===== config.mk =====
export PLATFORM = sky130hd
export DESIGN_NAME = refLineStreamer
export DESIGN_NICKNAME = d
export VERILOG_FILES = /design/src/rtl/refls_pkg.sv /design/src/rtl/refls_ctrl.sv /design/src/rtl/refls_dp.sv /design/src/rtl/refLineStreamer.sv
export SDC_FILE = /design/constraint.sdc
export NUM_CORES = 1
export LEC_CHECK = 0
export BUFFER_PORTS_ARGS = -buffer_cell sky130_fd_sc_hd__buf_4
export CORE_MARGIN = 3
export CORE_UTILIZATION = 23
export CTS_BUF_LIST = sky130_fd_sc_hd__clkbuf_4 sky130_fd_sc_hd__clkbuf_8
export DETAILED_ROUTE_END_ITERATION = 8
export GPL_TIMING_DRIVEN = 0
export HOLD_SLACK_MARGIN = 0.15
export SETUP_SLACK_MARGIN = 0.1
export SLEW_MARGIN = 20
export SYNTH_ARGS = -nofsm -noshare
export SYNTH_HDL_FRONTEND = slang
export SYNTH_SLANG_ARGS = --single-unit

===== constraint.sdc =====
create_clock -name clk -period 4.3 [get_ports clk]
set_clock_uncertainty 0.1 [all_clocks]
set_input_delay 0 -clock clk [delete_from_list [all_inputs] [get_ports clk]]
set_output_delay 0 -clock clk [all_outputs]
set_load 0.05 [all_outputs]

===== src/rtl/refls_pkg.sv =====
package refls_pkg;
  localparam int WIN_CNT_W = 5;

  typedef enum logic [1:0] {
    S_IDLE,
    S_ROW,
    S_PIX,
    S_DRAIN
  } lsState_e;

  typedef struct packed {
    logic load;
    logic setRow;
    logic rd;
  } lsStrobe_t;
endpackage


===== src/rtl/refls_ctrl.sv =====
module refls_ctrl
  import refls_pkg::*;
(
  input  logic                 clk,
  input  logic                 rstN,
  input  logic                 cmdValid,
  input  logic [1:0]           cmdWCode,
  input  logic [1:0]           cmdHCode,
  output logic                 cmdReady,
  input  logic                 pixReady,
  output logic                 pixValid,
  output logic                 pixEol,
  output logic                 done,
  output lsStrobe_t            strobe,
  output logic [WIN_CNT_W-1:0] rowIdx,
  output logic [WIN_CNT_W-1:0] colIdx
);
  lsState_e state, nxtState;
  logic [WIN_CNT_W-1:0] winW, winH;
  logic canRd, lastCol, lastRow;

  function automatic logic [WIN_CNT_W-1:0] winOf(input logic [1:0] code);
    case (code)
      2'd0:    winOf = WIN_CNT_W'(9);
      2'd1:    winOf = WIN_CNT_W'(13);
      default: winOf = WIN_CNT_W'(21);
    endcase
  endfunction

  assign canRd    = !pixValid || pixReady;
  assign lastCol  = (colIdx == winW - 1'b1);
  assign lastRow  = (rowIdx == winH - 1'b1);
  assign cmdReady = (state == S_IDLE);

  always_comb begin
    strobe   = '0;
    nxtState = state;
    case (state)
      S_IDLE: if (cmdValid) begin
        strobe.load = 1'b1;
        nxtState    = S_ROW;
      end
      S_ROW: begin
        strobe.setRow = 1'b1;
        nxtState      = S_PIX;
      end
      S_PIX: if (canRd) begin
        strobe.rd = 1'b1;
        if (lastCol) nxtState = lastRow ? S_DRAIN : S_ROW;
      end
      default: if (pixValid && pixReady) nxtState = S_IDLE;
    endcase
  end

  always_ff @(posedge clk) begin
    if (!rstN) begin
      state    <= S_IDLE;
      winW     <= '0;
      winH     <= '0;
      rowIdx   <= '0;
      colIdx   <= '0;
      pixValid <= 1'b0;
      pixEol   <= 1'b0;
      done     <= 1'b0;
    end else begin
      state <= nxtState;
      if (strobe.load) begin
        winW   <= winOf(cmdWCode);
        winH   <= winOf(cmdHCode);
        rowIdx <= '0;
        colIdx <= '0;
      end
      if (strobe.rd) begin
        pixEol <= lastCol;
        if (lastCol) begin
          colIdx <= '0;
          rowIdx <= rowIdx + 1'b1;
        end else begin
          colIdx <= colIdx + 1'b1;
        end
      end
      if (strobe.rd)     pixValid <= 1'b1;
      else if (pixReady) pixValid <= 1'b0;
      done <= (state == S_DRAIN) && pixValid && pixReady;
    end
  end
endmodule


===== src/rtl/refls_dp.sv =====
module refls_dp
  import refls_pkg::*;
#(
  parameter int FRAME_W = 64,
  parameter int FRAME_H = 48,
  parameter int X_W     = $clog2(FRAME_W),
  parameter int Y_W     = $clog2(FRAME_H),
  parameter int ADDR_W  = $clog2(FRAME_W * FRAME_H)
) (
  input  logic                 clk,
  input  logic                 rstN,
  input  lsStrobe_t            strobe,
  input  logic [X_W-1:0]       cmdX,
  input  logic [Y_W-1:0]       cmdY,
  input  logic [WIN_CNT_W-1:0] rowIdx,
  input  logic [WIN_CNT_W-1:0] colIdx,
  output logic                 memRdEn,
  output logic [ADDR_W-1:0]    memAddr
);
  localparam int XY_W = (X_W > Y_W) ? X_W : Y_W;
  localparam int MX_W = (XY_W > WIN_CNT_W) ? XY_W : WIN_CNT_W;
  localparam int SW   = MX_W + 2;
  localparam logic signed [SW-1:0] MAX_X = SW'(FRAME_W - 1);
  localparam logic signed [SW-1:0] MAX_Y = SW'(FRAME_H - 1);
  localparam logic signed [SW-1:0] PAD   = SW'(2);

  logic [X_W-1:0]    baseX, clampX;
  logic [Y_W-1:0]    baseY, clampY;
  logic [ADDR_W-1:0] rowBase;
  logic signed [SW-1:0] rawX, rawY;

  always_comb begin
    rawX = $signed(SW'(baseX)) + $signed(SW'(colIdx)) - PAD;
    rawY = $signed(SW'(baseY)) + $signed(SW'(rowIdx)) - PAD;
    if (rawX < 0)          clampX = '0;
    else if (rawX > MAX_X) clampX = X_W'(FRAME_W - 1);
    else                   clampX = rawX[X_W-1:0];
    if (rawY < 0)          clampY = '0;
    else if (rawY > MAX_Y) clampY = Y_W'(FRAME_H - 1);
    else                   clampY = rawY[Y_W-1:0];
  end

  always_ff @(posedge clk) begin
    if (!rstN) begin
      baseX   <= '0;
      baseY   <= '0;
      rowBase <= '0;
    end else begin
      if (strobe.load) begin
        baseX <= cmdX;
        baseY <= cmdY;
      end
      if (strobe.setRow) rowBase <= ADDR_W'(clampY) * ADDR_W'(FRAME_W);
    end
  end

  assign memRdEn = strobe.rd;
  assign memAddr = rowBase + ADDR_W'(clampX);
endmodule


===== src/rtl/refLineStreamer.sv =====
module refLineStreamer
  import refls_pkg::*;
#(
  parameter int FRAME_W = 64,
  parameter int FRAME_H = 48,
  parameter int X_W     = $clog2(FRAME_W),
  parameter int Y_W     = $clog2(FRAME_H),
  parameter int ADDR_W  = $clog2(FRAME_W * FRAME_H)
) (
  input  logic              clk,
  input  logic              rstN,
  input  logic              cmdValid,
  output logic              cmdReady,
  input  logic [1:0]        cmdWCode,
  input  logic [1:0]        cmdHCode,
  input  logic [X_W-1:0]    cmdX,
  input  logic [Y_W-1:0]    cmdY,
  output logic              memRdEn,
  output logic [ADDR_W-1:0] memAddr,
  input  logic [7:0]        memRdData,
  output logic              pixValid,
  input  logic              pixReady,
  output logic [7:0]        pixData,
  output logic              pixEol,
  output logic              done
);
  lsStrobe_t            strobe;
  logic [WIN_CNT_W-1:0] rowIdx, colIdx;

  refls_ctrl u_ctrl (
    .clk(clk), .rstN(rstN), .cmdValid(cmdValid), .cmdWCode(cmdWCode),
    .cmdHCode(cmdHCode), .cmdReady(cmdReady), .pixReady(pixReady),
    .pixValid(pixValid), .pixEol(pixEol), .done(done), .strobe(strobe),
    .rowIdx(rowIdx), .colIdx(colIdx)
  );

  refls_dp #(
    .FRAME_W(FRAME_W), .FRAME_H(FRAME_H), .X_W(X_W), .Y_W(Y_W), .ADDR_W(ADDR_W)
  ) u_dp (
    .clk(clk), .rstN(rstN), .strobe(strobe), .cmdX(cmdX), .cmdY(cmdY),
    .rowIdx(rowIdx), .colIdx(colIdx), .memRdEn(memRdEn), .memAddr(memAddr)
  );

  assign pixData = memRdData;
endmodule


; Yosys cells after proc, flatten, opt, wreduce, memory -nomap -nowiden
; Cells that the tools add are included.
[totals]
reg_bits = 43
input_bits = 28
output_inout_bits = 25
elab_cells = 71
[op_classes]
add_sub_neg = 9
magnitude_cmp = 4
n_eq_ne = 10
muxes = 25
reduce_logical = 12
[ops]
columns = cell, count
row1 = $mux W5, 6
row2 = $mux W6, 4
row3 = $pmux W5 S2, 2
row4 = $gt A8 B7 Y1 const B, 2
row5 = $lt A8 B1 Y1 const B, 2
row6 = $sub A7 B2 Y8 const B, 2
row7 = $add A6 B5 Y7, 2
row8 = $add A12 B6 Y12, 1
row9 = $add A5 B1 Y5 const B, 2
row10 = $eq A5 B5 Y1, 2
row11 = $mux W2, 5
row12 = $sub A5 B1 Y5 const B, 2
row13 = $mux W1, 7
row14 = $eq A2 B1 Y1 const B, 3
row15 = $logic_not A2 Y1, 3
row16 = $pmux W2 S3, 1
row17 = $eq A2 B2 Y1 const B, 2
row18 = $ne A2 B1 Y1 const B, 2
row19 = $reduce_and A4 Y1, 1
row20 = $reduce_bool A2 Y1, 2
row21 = $reduce_bool A4 Y1, 1
row22 = $logic_and A1 B1 Y1, 3
row23 = $ne A2 B2 Y1 const B, 1
row24 = $logic_not A1 Y1, 1
row25 = $logic_or A1 B1 Y1, 1

; Logic depth before layout (Yosys ltp)
; Gate-level depths: netlist (run 1).
[depth]
ltp_word = 6
ltp_mapped = 10
depth_no_buf = 10

; Cells and area by module
; From an unflattened synthesis (run 1), not the netlist that was laid out.
[hier_totals]
hier_cells = 323
hier_area_um2 = 2762.6
[modules_own_cells]
columns = mod, instances, cells_each, area_each_um2, seq_area_each_um2
row1 = refls_dp, 1, 170, 1473.9, 360.3
row2 = refls_ctrl, 1, 145, 1228.7, 440.4
row3 = refLineStreamer, 1, 8, 60.1, 0.0

; Worst setup path after synthesis (run 1)
; OpenSTA, ideal clock, no wires.
[synth_path]
kind = register to register
from = reg u_ctrl.rowIdx[1]
to = reg u_dp.rowBase[10]
t_arrival_ns = 2.194
required_time_ns = 4.083
path_slack_ns = 1.889
stages_incl_launch_ff = 11
n_path_buf = 0
path_cell_list = dfxtp_1 -> inv_1 -> ha_1 -> inv_1 -> ha_1 -> fa_1 -> nand3_1 -> a211oi_1 -> a2111oi_2 -> nor4_2 -> a32o_1
[synth_via]
elab_chain_len = 5
elab_cells_between_ends = 6
classes_between = add/sub: 2 / order compare: 2 / mux: 2
[synth_lines]
columns = element, line_no
row1 = from (decl), refls_ctrl.sv:15  ; output logic [WIN_CNT_W-1:0] rowIdx,
row2 = from (signal assigned), refls_ctrl.sv:77  ; rowIdx <= rowIdx + 1'b1;
row3 = $add A6 B5 Y7 (*), refls_dp.sv:34  ; rawY = $signed(SW'(baseY)) + $signed(SW'(rowIdx)) - PAD;
row4 = $sub A7 B2 Y8 (*), refls_dp.sv:34
row5 = $gt A8 B7 Y1, refls_dp.sv:39  ; else if (rawY > MAX_Y) clampY = Y_W'(FRAME_H - 1);
row6 = $mux W6, refls_dp.sv:39
row7 = $mux W6 (*), refls_dp.sv:38  ; if (rawY < 0) clampY = '0;
row8 = to (signal assigned), refls_dp.sv:53  ; if (strobe.setRow) rowBase <= ADDR_W'(clampY) * ADDR_W'(FRAME_W);
row9 = to (decl), refls_dp.sv:29  ; logic [ADDR_W-1:0] rowBase;
; Mark *: on every way between the ends. The rest lies on a longest branch, timed or not.
; A chain may end at the register's enable or synchronous reset.

; Final worst setup path (run 1)
[layout_path]
from = reg u_ctrl.colIdx[1]
to = out memAddr[0]
[layout_via]
elab_chain_len = 6
elab_cells_between_ends = 7
classes_between = add/sub: 3 / order compare: 2 / mux: 2
[layout_lines]
columns = element, line_no
row1 = from (decl), refls_ctrl.sv:16  ; output logic [WIN_CNT_W-1:0] colIdx
row2 = from (signal assigned), refls_ctrl.sv:79  ; colIdx <= colIdx + 1'b1;
row3 = $add A6 B5 Y7 (*), refls_dp.sv:33  ; rawX = $signed(SW'(baseX)) + $signed(SW'(colIdx)) - PAD;
row4 = $sub A7 B2 Y8 (*), refls_dp.sv:33
row5 = $gt A8 B7 Y1, refls_dp.sv:36  ; else if (rawX > MAX_X) clampX = X_W'(FRAME_W - 1);
row6 = $mux W6, refls_dp.sv:36
row7 = $mux W6 (*), refls_dp.sv:35  ; if (rawX < 0) clampX = '0;
row8 = $add A12 B6 Y12 (*), refls_dp.sv:58  ; assign memAddr = rowBase + ADDR_W'(clampX);
row9 = to (decl), refLineStreamer.sv:19  ; output logic [ADDR_W-1:0] memAddr,
; Marks and branches as above.

==> summary.txt, run 1 <==
CP Capture Type = output pin
Postcts setup bufs = 0
Register bit total from synthesis = 40
Fill count = 1202
CP max FO = 6
I/O pin count = 53
Synth area leader = dfxtp_1
Syn_nets = 399
# rows = 38
Max-slew violation count = 0
Pwr dens = 544.6 nW/um^2
Post-Syn Instances = 337
First-pass GRT wire length = 10840 microns
VDD IR max = 289.3 uV
Final worst path period share = 66.17%
Post-synth EDFFs = 0
Ant diodes = 0
Reg area = 800.8 sq um
Slowest stage cell on the critical path = fa_1
Status = finished, final reports clean
Initial Util = 24.22%
Root buf cell = clkbuf_8
Mean post-synth cell area = 7.997 sq um
Number of buffers added on ports = 44
Via density = 4.524
Largest net degree at the start of global routing = 15
Final Core Density = 31.51%
Core Area = 11130 sq um
Top Family by Delay on Critical Path = adder cells
Most frequent cells in the layout = 52 x buf_4, 50 x inv_1, 40 x dfxtp_1
Total Wirelength = 6511 microns
Worst-skew pair later-pin latency = 0.31 ns
Fmax = 0.3515 GHz
CTS tree = yes
WP data arrival = 2.75 ns
Crit-path max cell delay = 0.46 ns
Static Leak = 0.001547 uW
Worst slew margin = 61.20%
Die Y = 114.3 microns
Detail Placement HPWL = 5170 microns
Largest cells by area after synthesis = dfxtp_1 30%, ha_1 15%, inv_1 7.0%, nand2_1 5.4%, a21oi_1 4.8%
WP data required = 4.20 ns
Congestion Overflow GR = 0
H-tree levels = 2
First DRT Iteration DRCs = 90
Commonest non-fill, non-tap cell in the layout = buf_4
Synth top area share = 29.71%
DRC = 0
Initial antenna violation count = 0
Yosys cell types = 51
# hold bufs at CTS = 19
Area Growth Syn to Fin = 30.08%
Vias post-DR = 2479
Layout cells sized above 1 = 16.67%
Hold Crit Class = in -> out
Clock Sinks = 40
Area of the multi-input gates = 1602 sq um
Max clock buf depth = 2
Setup violators final = 0
Vias in the first global route = 2412
Routability cong. = 0.8330
Antenna viol nets, final = 0
Max_cap viols = 0
Fin. Hold Viols = 0
Post-synthesis cell area = 2695 sq um
Num CTS Buffers = 5
Minimum clock period = 2.845 ns
Die ar. = 13050 sq um
Synth Warn # = 0
Drt pass-1 iters = 6
Sequential share of the synthesized area = 29.71%
Die width = 114.3 microns
Final nets = 469
RSZ-0062 raised after global routing = false
Ys async rst share = 0%
Top FF cell, synth = dfxtp_1
Critical path cell sequence = inv_1 -> ha_1 -> inv_1 -> ha_1 -> fa_1 -> a21o_1 -> a21oi_1 -> o21ai_1 -> o21a_1 -> buf_4
Clock transition at the registers of the reported paths = 0.09 ns
Routed wire per std cell = 11.88 microns
CTS-repair resized insts = 0
Slew @ Worst Pin = 0.5820 ns
Tot GR Track Use = 10.20%
Setup TNS = 0 ns
Critical Path Start Type = flip-flop
Crit Path Class = reg -> out
CP Buf/Inv Count = 3
==> power breakdown <==
| part | leakage (uW) | total [uW] | switching (uW) | internal (uW) |
|---|---|---|---|---|
| clock | 0.0000548 | 322 | 147 | 175 |
| combinational | 0.00116 | 1090 | 703 | 392 |
| sequential | 0.000327 | 493 | 54.6 | 438 |
==> through the flow <==
stage / std cells / power [uW] / hold slack (ns) / setup WS (ns) / cell area (sq um)
6_report: 548 / 1909 / 0.1548 / 1.455 / 3506
5_1_grt: 548 / 2058 / 0.1578 / 1.217 / 3506
4_1_cts: 548 / 1928 / 0.1561 / 1.415 / 3506
3_5_place_dp: 521 / 1589 / 0.1561 / 1.566 / 3201
3_3_place_gp: 521 / 1567 / 0.1525 / 1.681 / 3201
2_1_floorplan: 337 / 1311 / 0.03596 / 1.889 / 2695
==> kinds of logic (layout without fill, tap and decap cells) <==
group                    after synthesis  in the layout  synth area share, %
XOR/XNOR                              17             17                5.525
multiplexers                           1              1               0.3714
flip-flops                            40             40                29.71
AO/OA/AOI/OAI                         75             75                19.03
AND/OR/NAND/NOR                      102            102                18.15
adder cells (fa/ha/maj)               34             34                16.34
buffers and inverters                 68            139                10.86
==> registers in the layout (all words and copies together) (netlist names) <==
| name | cells |
|---|---|
| u_ctrl.colIdx | 5 |
| u_ctrl.done | 1 |
| u_ctrl.pixEol | 1 |
| u_ctrl.pixValid | 1 |
| u_ctrl.rowIdx | 5 |
| u_ctrl.state | 2 |
| u_ctrl.winH | 4 |
| u_ctrl.winW | 3 |
| u_dp.baseX | 6 |
| u_dp.baseY | 6 |
| u_dp.rowBase | 6 |
==> worst paths after layout <==
path / from / end / slack (ns) / cells after the start
worst min-delay path: memRdData[1] / pixData[1] / 0.15 / 2
worst max register to register: u_ctrl.rowIdx[3]$_SDFF_PN0_ / u_dp.rowBase[6]$_SDFFE_PN0P_ / 1.51 / 9
worst max-delay path: u_ctrl.colIdx[1]$_SDFFE_PN0P_ / memAddr[0] / 1.45 / 10
worst min register to register: u_dp.baseY[1]$_SDFFE_PN0P_ / u_dp.baseY[1]$_SDFFE_PN0P_ / 0.36 / 2
==> layer usage <==
layer	wire [microns]	global-route usage, %
met1	2926	12.40
met2	3173	18.11
met3	346	2.326
met4	64	2.613
met5	0	0
==> layout make-up <==
cell class	count	area share, %
inverters	51	5.460
well taps	140	4.996
repair buffers	63	14.85
plain buffers	17	2.891
flip-flops and latches	40	22.84
multi-input cells	229	45.68
clock inverters	3	1.320
clock buffers	5	1.963
==> cell usage after synthesis (2+ instances only) <==
cell type	count
nand4_1	3
xnor2_1	11
nor2b_1	2
or3b_1	2
a211oi_1	10
nand2_1	39
a32o_1	2
buf_4	8
nand3b_1	2
nor2_1	19
nand2b_1	2
xor2_1	6
dfxtp_1	40
o21a_1	8
o21ai_0	6
and2_1	2
fa_1	2
a21oi_1	26
clkbuf_1	7
a21boi_0	6
nand3_1	16
and3_1	2
nor3_1	6
a211o_1	2
ha_1	32
inv_1	50
a21o_1	2
(Power assumes the default switching activity.)
==> run 2: changes to the inputs <==
==> constraint.sdc (replaced) <==
create_clock -name clk -period 2.5 [get_ports clk]
set_clock_uncertainty 0.1 [all_clocks]
set_input_delay 0 -clock clk [delete_from_list [all_inputs] [get_ports clk]]
set_output_delay 0 -clock clk [all_outputs]
set_load 0.05 [all_outputs]
==> summary.txt, run 2 (synthesized netlist as in run 1, its figures left out) <==
Status = finished, final reports clean
Fmax = 0.4159 GHz
Hold Crit Class = in -> out
Die width = 114.3 microns (unchanged)
Die ar. = 13050 sq um (unchanged)
Antenna viol nets, final = 0 (unchanged)
Initial antenna violation count = 0 (unchanged)
Initial Util = 24.22% (unchanged)
First DRT Iteration DRCs = 129 (+43%)
Die Y = 114.3 microns (unchanged)
Routed wire per std cell = 12.73 microns (+7.2%)
Layout cells sized above 1 = 38.07% (+21 points)
Fill count = 1165 (-3.1%)
Critical path cell sequence = inv_2 -> ha_4 -> inv_2 -> ha_4 -> fa_2 -> nand3_4 -> and3_4 -> o31ai_2 -> nor4_2 -> buf_4 -> a211oi_1
Clock transition at the registers of the reported paths = 0.08 ns (about the same)
Static Leak = 0.001741 uW (+13%)
Worst slew margin = 63.09% (+1.9 points)
Vias in the first global route = 2571 (+6.6%)
Final nets = 497 (+6.0%)
Slowest stage cell on the critical path = fa_2
RSZ-0062 raised after global routing = true
Fin. Hold Viols = 0 (unchanged)
WP data required = 2.57 ns (-1.63 ns)
Drt pass-1 iters = 4 (-2)
Minimum clock period = 2.405 ns
VDD IR max = 548.4 uV (+90%)
Sequential share of power = 23.0% (-2.8 points)
Post-route cell area = 4106 sq um (+17%)
Crit Path Class = reg -> reg
Met3 Routed Length = 323 microns (-6.6%)
Clock share of power = 11.7% (-5.1 points)
Largest net degree at the start of global routing = 14 (-1)
Max clock buf depth = 2 (unchanged)
Total Wirelength = 7335 microns (+13%)
Routability cong. = 0.8262 (-0.82%)
Congestion Overflow GR = 0 (unchanged)
Tot GR Track Use = 10.92% (+0.72 points)
Final worst path period share = 96.18%
Vias post-DR = 2606 (+5.1%)
Ant diodes = 0 (unchanged)
Switching share of power = 47.34% (about the same)
Cell Int Power = 1947 uW (+94%)
Core Area = 11130 sq um (unchanged)
DRT met1 WL = 3316 microns (+13%)
I/O pin count = 53 (unchanged)
Post-DP Area = 3201 sq um (unchanged)
Pwr dens = 900.4 nW/um^2 (+65%)
Num CTS Buffers = 5 (unchanged)
WP data arrival = 2.47 ns (-0.28 ns)
H-tree levels = 2 (unchanged)
DRC = 0 (unchanged)
Detail Placement HPWL = 5061 microns (-2.1%)
First-pass GRT wire length = 11710 microns (+8.0%)
Top Family by Delay on Critical Path = adder cells
CP max FO = 4 (-2)
Setup violators final = 0 (unchanged)
DR top layer = met4
CTS tree = yes
Critical Path Start Type = flip-flop
Commonest non-fill, non-tap cell in the layout = buf_4
Root buf cell = clkbuf_8
Number of buffers added on ports = 44 (unchanged)
Largest registers = u_dp.baseX x6, u_dp.baseY x6, u_dp.rowBase x6
Most frequent cells in the layout = 72 x buf_4, 39 x nand2_1, 33 x inv_1
Max_cap viols = 0 (unchanged)
Net load switching power = 1750 uW (+94%)
Via density = 4.524 (about the same)
Slew @ Worst Pin = 0.5536 ns (-0.02837 ns)
Worst-skew pair later-pin latency = 0.29 ns (-0.02 ns)
Final Core Density = 36.91% (+5.4 points)
# rows = 38 (unchanged)
Crit-path max cell delay = 0.38 ns (-0.08 ns)
Met2 wire length = 3609 microns (+14%)
Clock Sinks = 40 (unchanged)
CP Buf/Inv Count = 3 (unchanged)
CP Capture Type = flip-flop
Logic pwr share = 65.3% (+8.0 points)
Max-slew violation count = 0 (unchanged)
Area Growth Syn to Fin = 52.37%
==> run 2: final cells by class <==
cell class,count,area [sq um],share of cell area [%]
plain buffers,17,101.3,2.468
clock buffers,5,68.82,1.676
clock inverters,3,18.77,0.4570
inverters,51,196.4,4.784
multi-input cells,229,1949,47.47
flip-flops and latches,40,835.8,20.35
well taps,140,175.2,4.266
repair buffers,91,760.7,18.53
==> run 2: final timing paths <==
path	slack, ns	endpoint	from	cells past startpoint
max	0.1	u_dp.rowBase[7]$_SDFFE_PN0P_	u_dp.baseY[1]$_SDFFE_PN0P_	11
max reg2reg	0.1	u_dp.rowBase[7]$_SDFFE_PN0P_	u_dp.baseY[1]$_SDFFE_PN0P_	11
min reg2reg	0.36	u_dp.baseX[4]$_SDFFE_PN0P_	u_dp.baseX[4]$_SDFFE_PN0P_	2
min	0.15	pixData[3]	memRdData[3]	2
==> run 2: power groups by stage <==
stage | sequential (uW) | combinational [uW] | clock (uW)
2_1_floorplan | 954 | 1300 | 0
3_3_place_gp | 859 | 1840 | 0
3_5_place_dp | 863 | 1870 | 0
4_1_cts | 847 | 2200 | 452
5_1_grt | 870 | 2630 | 481
6_report | 850 | 2410 | 433
==> run 2: through the flow <==
stage                     cells  setup WS [ns]  hold WS (ns)  setup TNS, ns  power [uW]
final                       576        0.09541        0.1545              0        3698
after global routing        576      -0.008497        0.1574       -0.03236        3978
after CTS                   564         0.1002        0.1559              0        3498
after detailed placement    521        -0.1857        0.1557        -0.9803        2729
after global placement      521        -0.1187        0.1554        -0.5419        2695
after floorplan             337         0.1022       0.03596              0        2256
==> run 2: metal layers <==
layer | GRT usage (%) | vias up
met1 | 13.97 | 1214
met4 | 2.613 | 0
met5 | 0 | -
met3 | 2.061 | 9
met2 | 18.97 | 57
li1 | - | 1326
==> run 2: timing repair <==
action / CTS / global route
pin swaps: 24 / 24
hold buffers: 19 / 0
buffers inserted: 16 / 12
resized for setup: 69 / 32
hold endpoints to repair: 25 / 0
setup endpoints to repair: 11 / 12
==> run 3: changes to the inputs <==
--- a/config.mk
+++ b/config.mk
@@ -12,6 +12,7 @@
 export DETAILED_ROUTE_END_ITERATION = 8
 export GPL_TIMING_DRIVEN = 0
 export HOLD_SLACK_MARGIN = 0.15
+export RECOVER_POWER = 25
 export SETUP_SLACK_MARGIN = 0.1
 export SLEW_MARGIN = 20
 export SYNTH_ARGS = -nofsm -noshare
==> summary.txt, run 3 (synthesized netlist as in run 1, its figures left out) <==
Status = finished, final reports clean
Pwr dens = 905.5 nW/um^2 (+0.56%)
Initial Util = 24.22% (unchanged)
WP data arrival = 2.47 ns (about the same)
Worst-skew pair later-pin latency = 0.30 ns (about the same)
Reg2Reg Setup Slack = 0.1 ns (about the same)
Routability cong. = 0.8262 (unchanged)
Minimum clock period = 2.405 ns (+0.0001222 ns)
Static Leak = 0.001678 uW (-3.6%)
Max_cap viols = 0 (unchanged)
Max-slew violation count = 0 (unchanged)
WHS Path Cells = 2 (unchanged)
CP Capture Type = flip-flop
First DRT Iteration DRCs = 144 (+12%)
Worst r2r path cells = 11 (unchanged)
Routed wire per std cell = 12.74 microns (about the same)
First-pass GRT wire length = 11710 microns (unchanged)
Final worst path period share = 96.19% (about the same)
Die ar. = 13050 sq um (unchanged)
Min-Delay Startpoint = memRdData[3]
Die Y = 114.3 microns (unchanged)
Critical R2R Launch = u_dp.baseY[1]$_SDFFE_PN0P_
WP data required = 2.57 ns (about the same)
Worst slew margin = 58.28% (-4.8 points)
Congestion Overflow GR = 0 (unchanged)
# rows = 38 (unchanged)
End point of the worst hold path = pixData[3]
Root buf cell = clkbuf_8
Number of buffers added on ports = 44 (unchanged)
Most frequent cells in the layout = 56 x buf_4, 39 x nand2_1, 33 x inv_1
Vias post-DR = 2603 (-0.12%)
Max clock buf depth = 2 (unchanged)
Vias in the first global route = 2571 (unchanged)
Pre-CTS WS = -0.1857 ns (unchanged)
Setup slack after layout = 0.09528 ns (-0.0001222 ns)
Final nets = 497 (unchanged)
Critical Path Start Type = flip-flop
RSZ-0062 raised after global routing = true
Core Area = 11130 sq um (unchanged)
Setup TNS = 0 ns (unchanged)
Crit Path Class = reg -> reg
CP max FO = 4 (unchanged)
Clock transition at the registers of the reported paths = 0.08 ns (about the same)
Final Core Density = 36.37% (-0.54 points)
Via density = 4.519 (-0.12%)
Area Growth Syn to Fin = 50.14%
Commonest non-fill, non-tap cell in the layout = buf_4
DRC = 0 (unchanged)
Clock Sinks = 40 (unchanged)
Post-DP Area = 3201 sq um (unchanged)
Fmax = 0.4159 GHz (about the same)
Fin. Hold Viols = 0 (unchanged)
Total Wirelength = 7338 microns (about the same)
Detail Placement HPWL = 5061 microns (unchanged)
Crit Reg-Reg Endpoint = u_dp.rowBase[7]$_SDFFE_PN0P_
CTS tree = yes
Post-route cell area = 4046 sq um (-1.5%)
Tot GR Track Use = 10.92% (unchanged)
Drt pass-1 iters = 4 (unchanged)
Setup violators final = 0 (unchanged)
Die width = 114.3 microns (unchanged)
H-tree levels = 2 (unchanged)
Largest registers = u_dp.baseX x6, u_dp.baseY x6, u_dp.rowBase x6
VDD IR max = 540.2 uV (-1.5%)
Layout cells sized above 1 = 34.40% (-3.7 points)
Antenna viol nets, final = 0 (unchanged)
Hold Crit Class = in -> out
Num CTS Buffers = 5 (unchanged)
I/O pin count = 53 (unchanged)
Initial antenna violation count = 0 (unchanged)
Largest net degree at the start of global routing = 14 (unchanged)
Ant diodes = 0 (unchanged)
Slew @ Worst Pin = 0.6285 ns (+0.07485 ns)
==> run 3: cell count changes in the layout (fill, tap and decap cells not counted) <==
cell / previous run / this run
buf_4: 72 / 56
clkbuf_1: 7 / 23
==> run 3: cell type report <==
type                    instances  area, sq um
plain buffers                  17        101.3
clock buffers                   5        68.82
clock inverters                 3        18.77
fillers                      1181         7079
inverters                      51        196.4
multi-input cells             229         1949
flip-flops and latches         40        835.8
well taps                     140        175.2
repair buffers                 91        700.7
==> run 3: worst max-delay path, stage by stage (launching register included) <==
cell and delay [ns]:
dfxtp_2 0.34, inv_2 0.05, ha_4 0.25, inv_2 0.04, ha_4 0.15, fa_2 0.38
nand3_4 0.11, and3_4 0.21, o31ai_2 0.06, nor4_2 0.31, buf_4 0.19, a211oi_1 0.07
==> run 3: layer usage <==
metal | share of wire, % | track usage [%]
met4 | 1.2 | 2.613
met3 | 4.4 | 2.061
met2 | 49 | 18.97
met5 | 0 | 0
met1 | 45 | 13.97
==> run 3: through the flow <==
stage,hold slack [ns],power (uW),std cells
after detailed placement,0.1557,2729,521
after floorplan,0.03596,2256,337
after CTS,0.1559,3498,564
after global routing,0.2902,3943,576
after global placement,0.1554,2695,521
final,0.2852,3664,576
==> run 3: how the worst max path moves through the flow <==
stage / from / depth (start not counted) / slack, ns / endpoint
after floorplan: u_ctrl.colIdx[1]$_SDFFE_PN0P_ / 9 / 0.10 / memAddr[5]
after global placement: u_ctrl.rowIdx[4]$_SDFF_PN0_ / 9 / -0.12 / u_dp.rowBase[10]$_SDFFE_PN0P_
after global routing: u_ctrl.colIdx[1]$_SDFFE_PN0P_ / 12 / -0.008 / memAddr[5]
after detailed placement: u_ctrl.rowIdx[4]$_SDFF_PN0_ / 9 / -0.19 / u_dp.rowBase[8]$_SDFFE_PN0P_
after CTS: u_ctrl.colIdx[4]$_SDFFE_PN0P_ / 10 / 0.10 / memAddr[4]
final: u_dp.baseY[1]$_SDFFE_PN0P_ / 11 / 0.1 / u_dp.rowBase[7]$_SDFFE_PN0P_
==> run 3: power breakdown <==
| group | switching, uW | internal [uW] | total (uW) |
|---|---|---|---|
| registers | 96.8 | 752 | 849 |
| logic | 1410 | 969 | 2380 |
| clock network | 239 | 195 | 434 |
==> run 3: timing repair <==
action	in CTS	in global routing
pin swaps	24	24
hold buffers	19	0
setup buffers	16	12
endpoints found under the hold margin	25	0
endpoints found under the setup margin	11	12
gates resized for setup	69	32
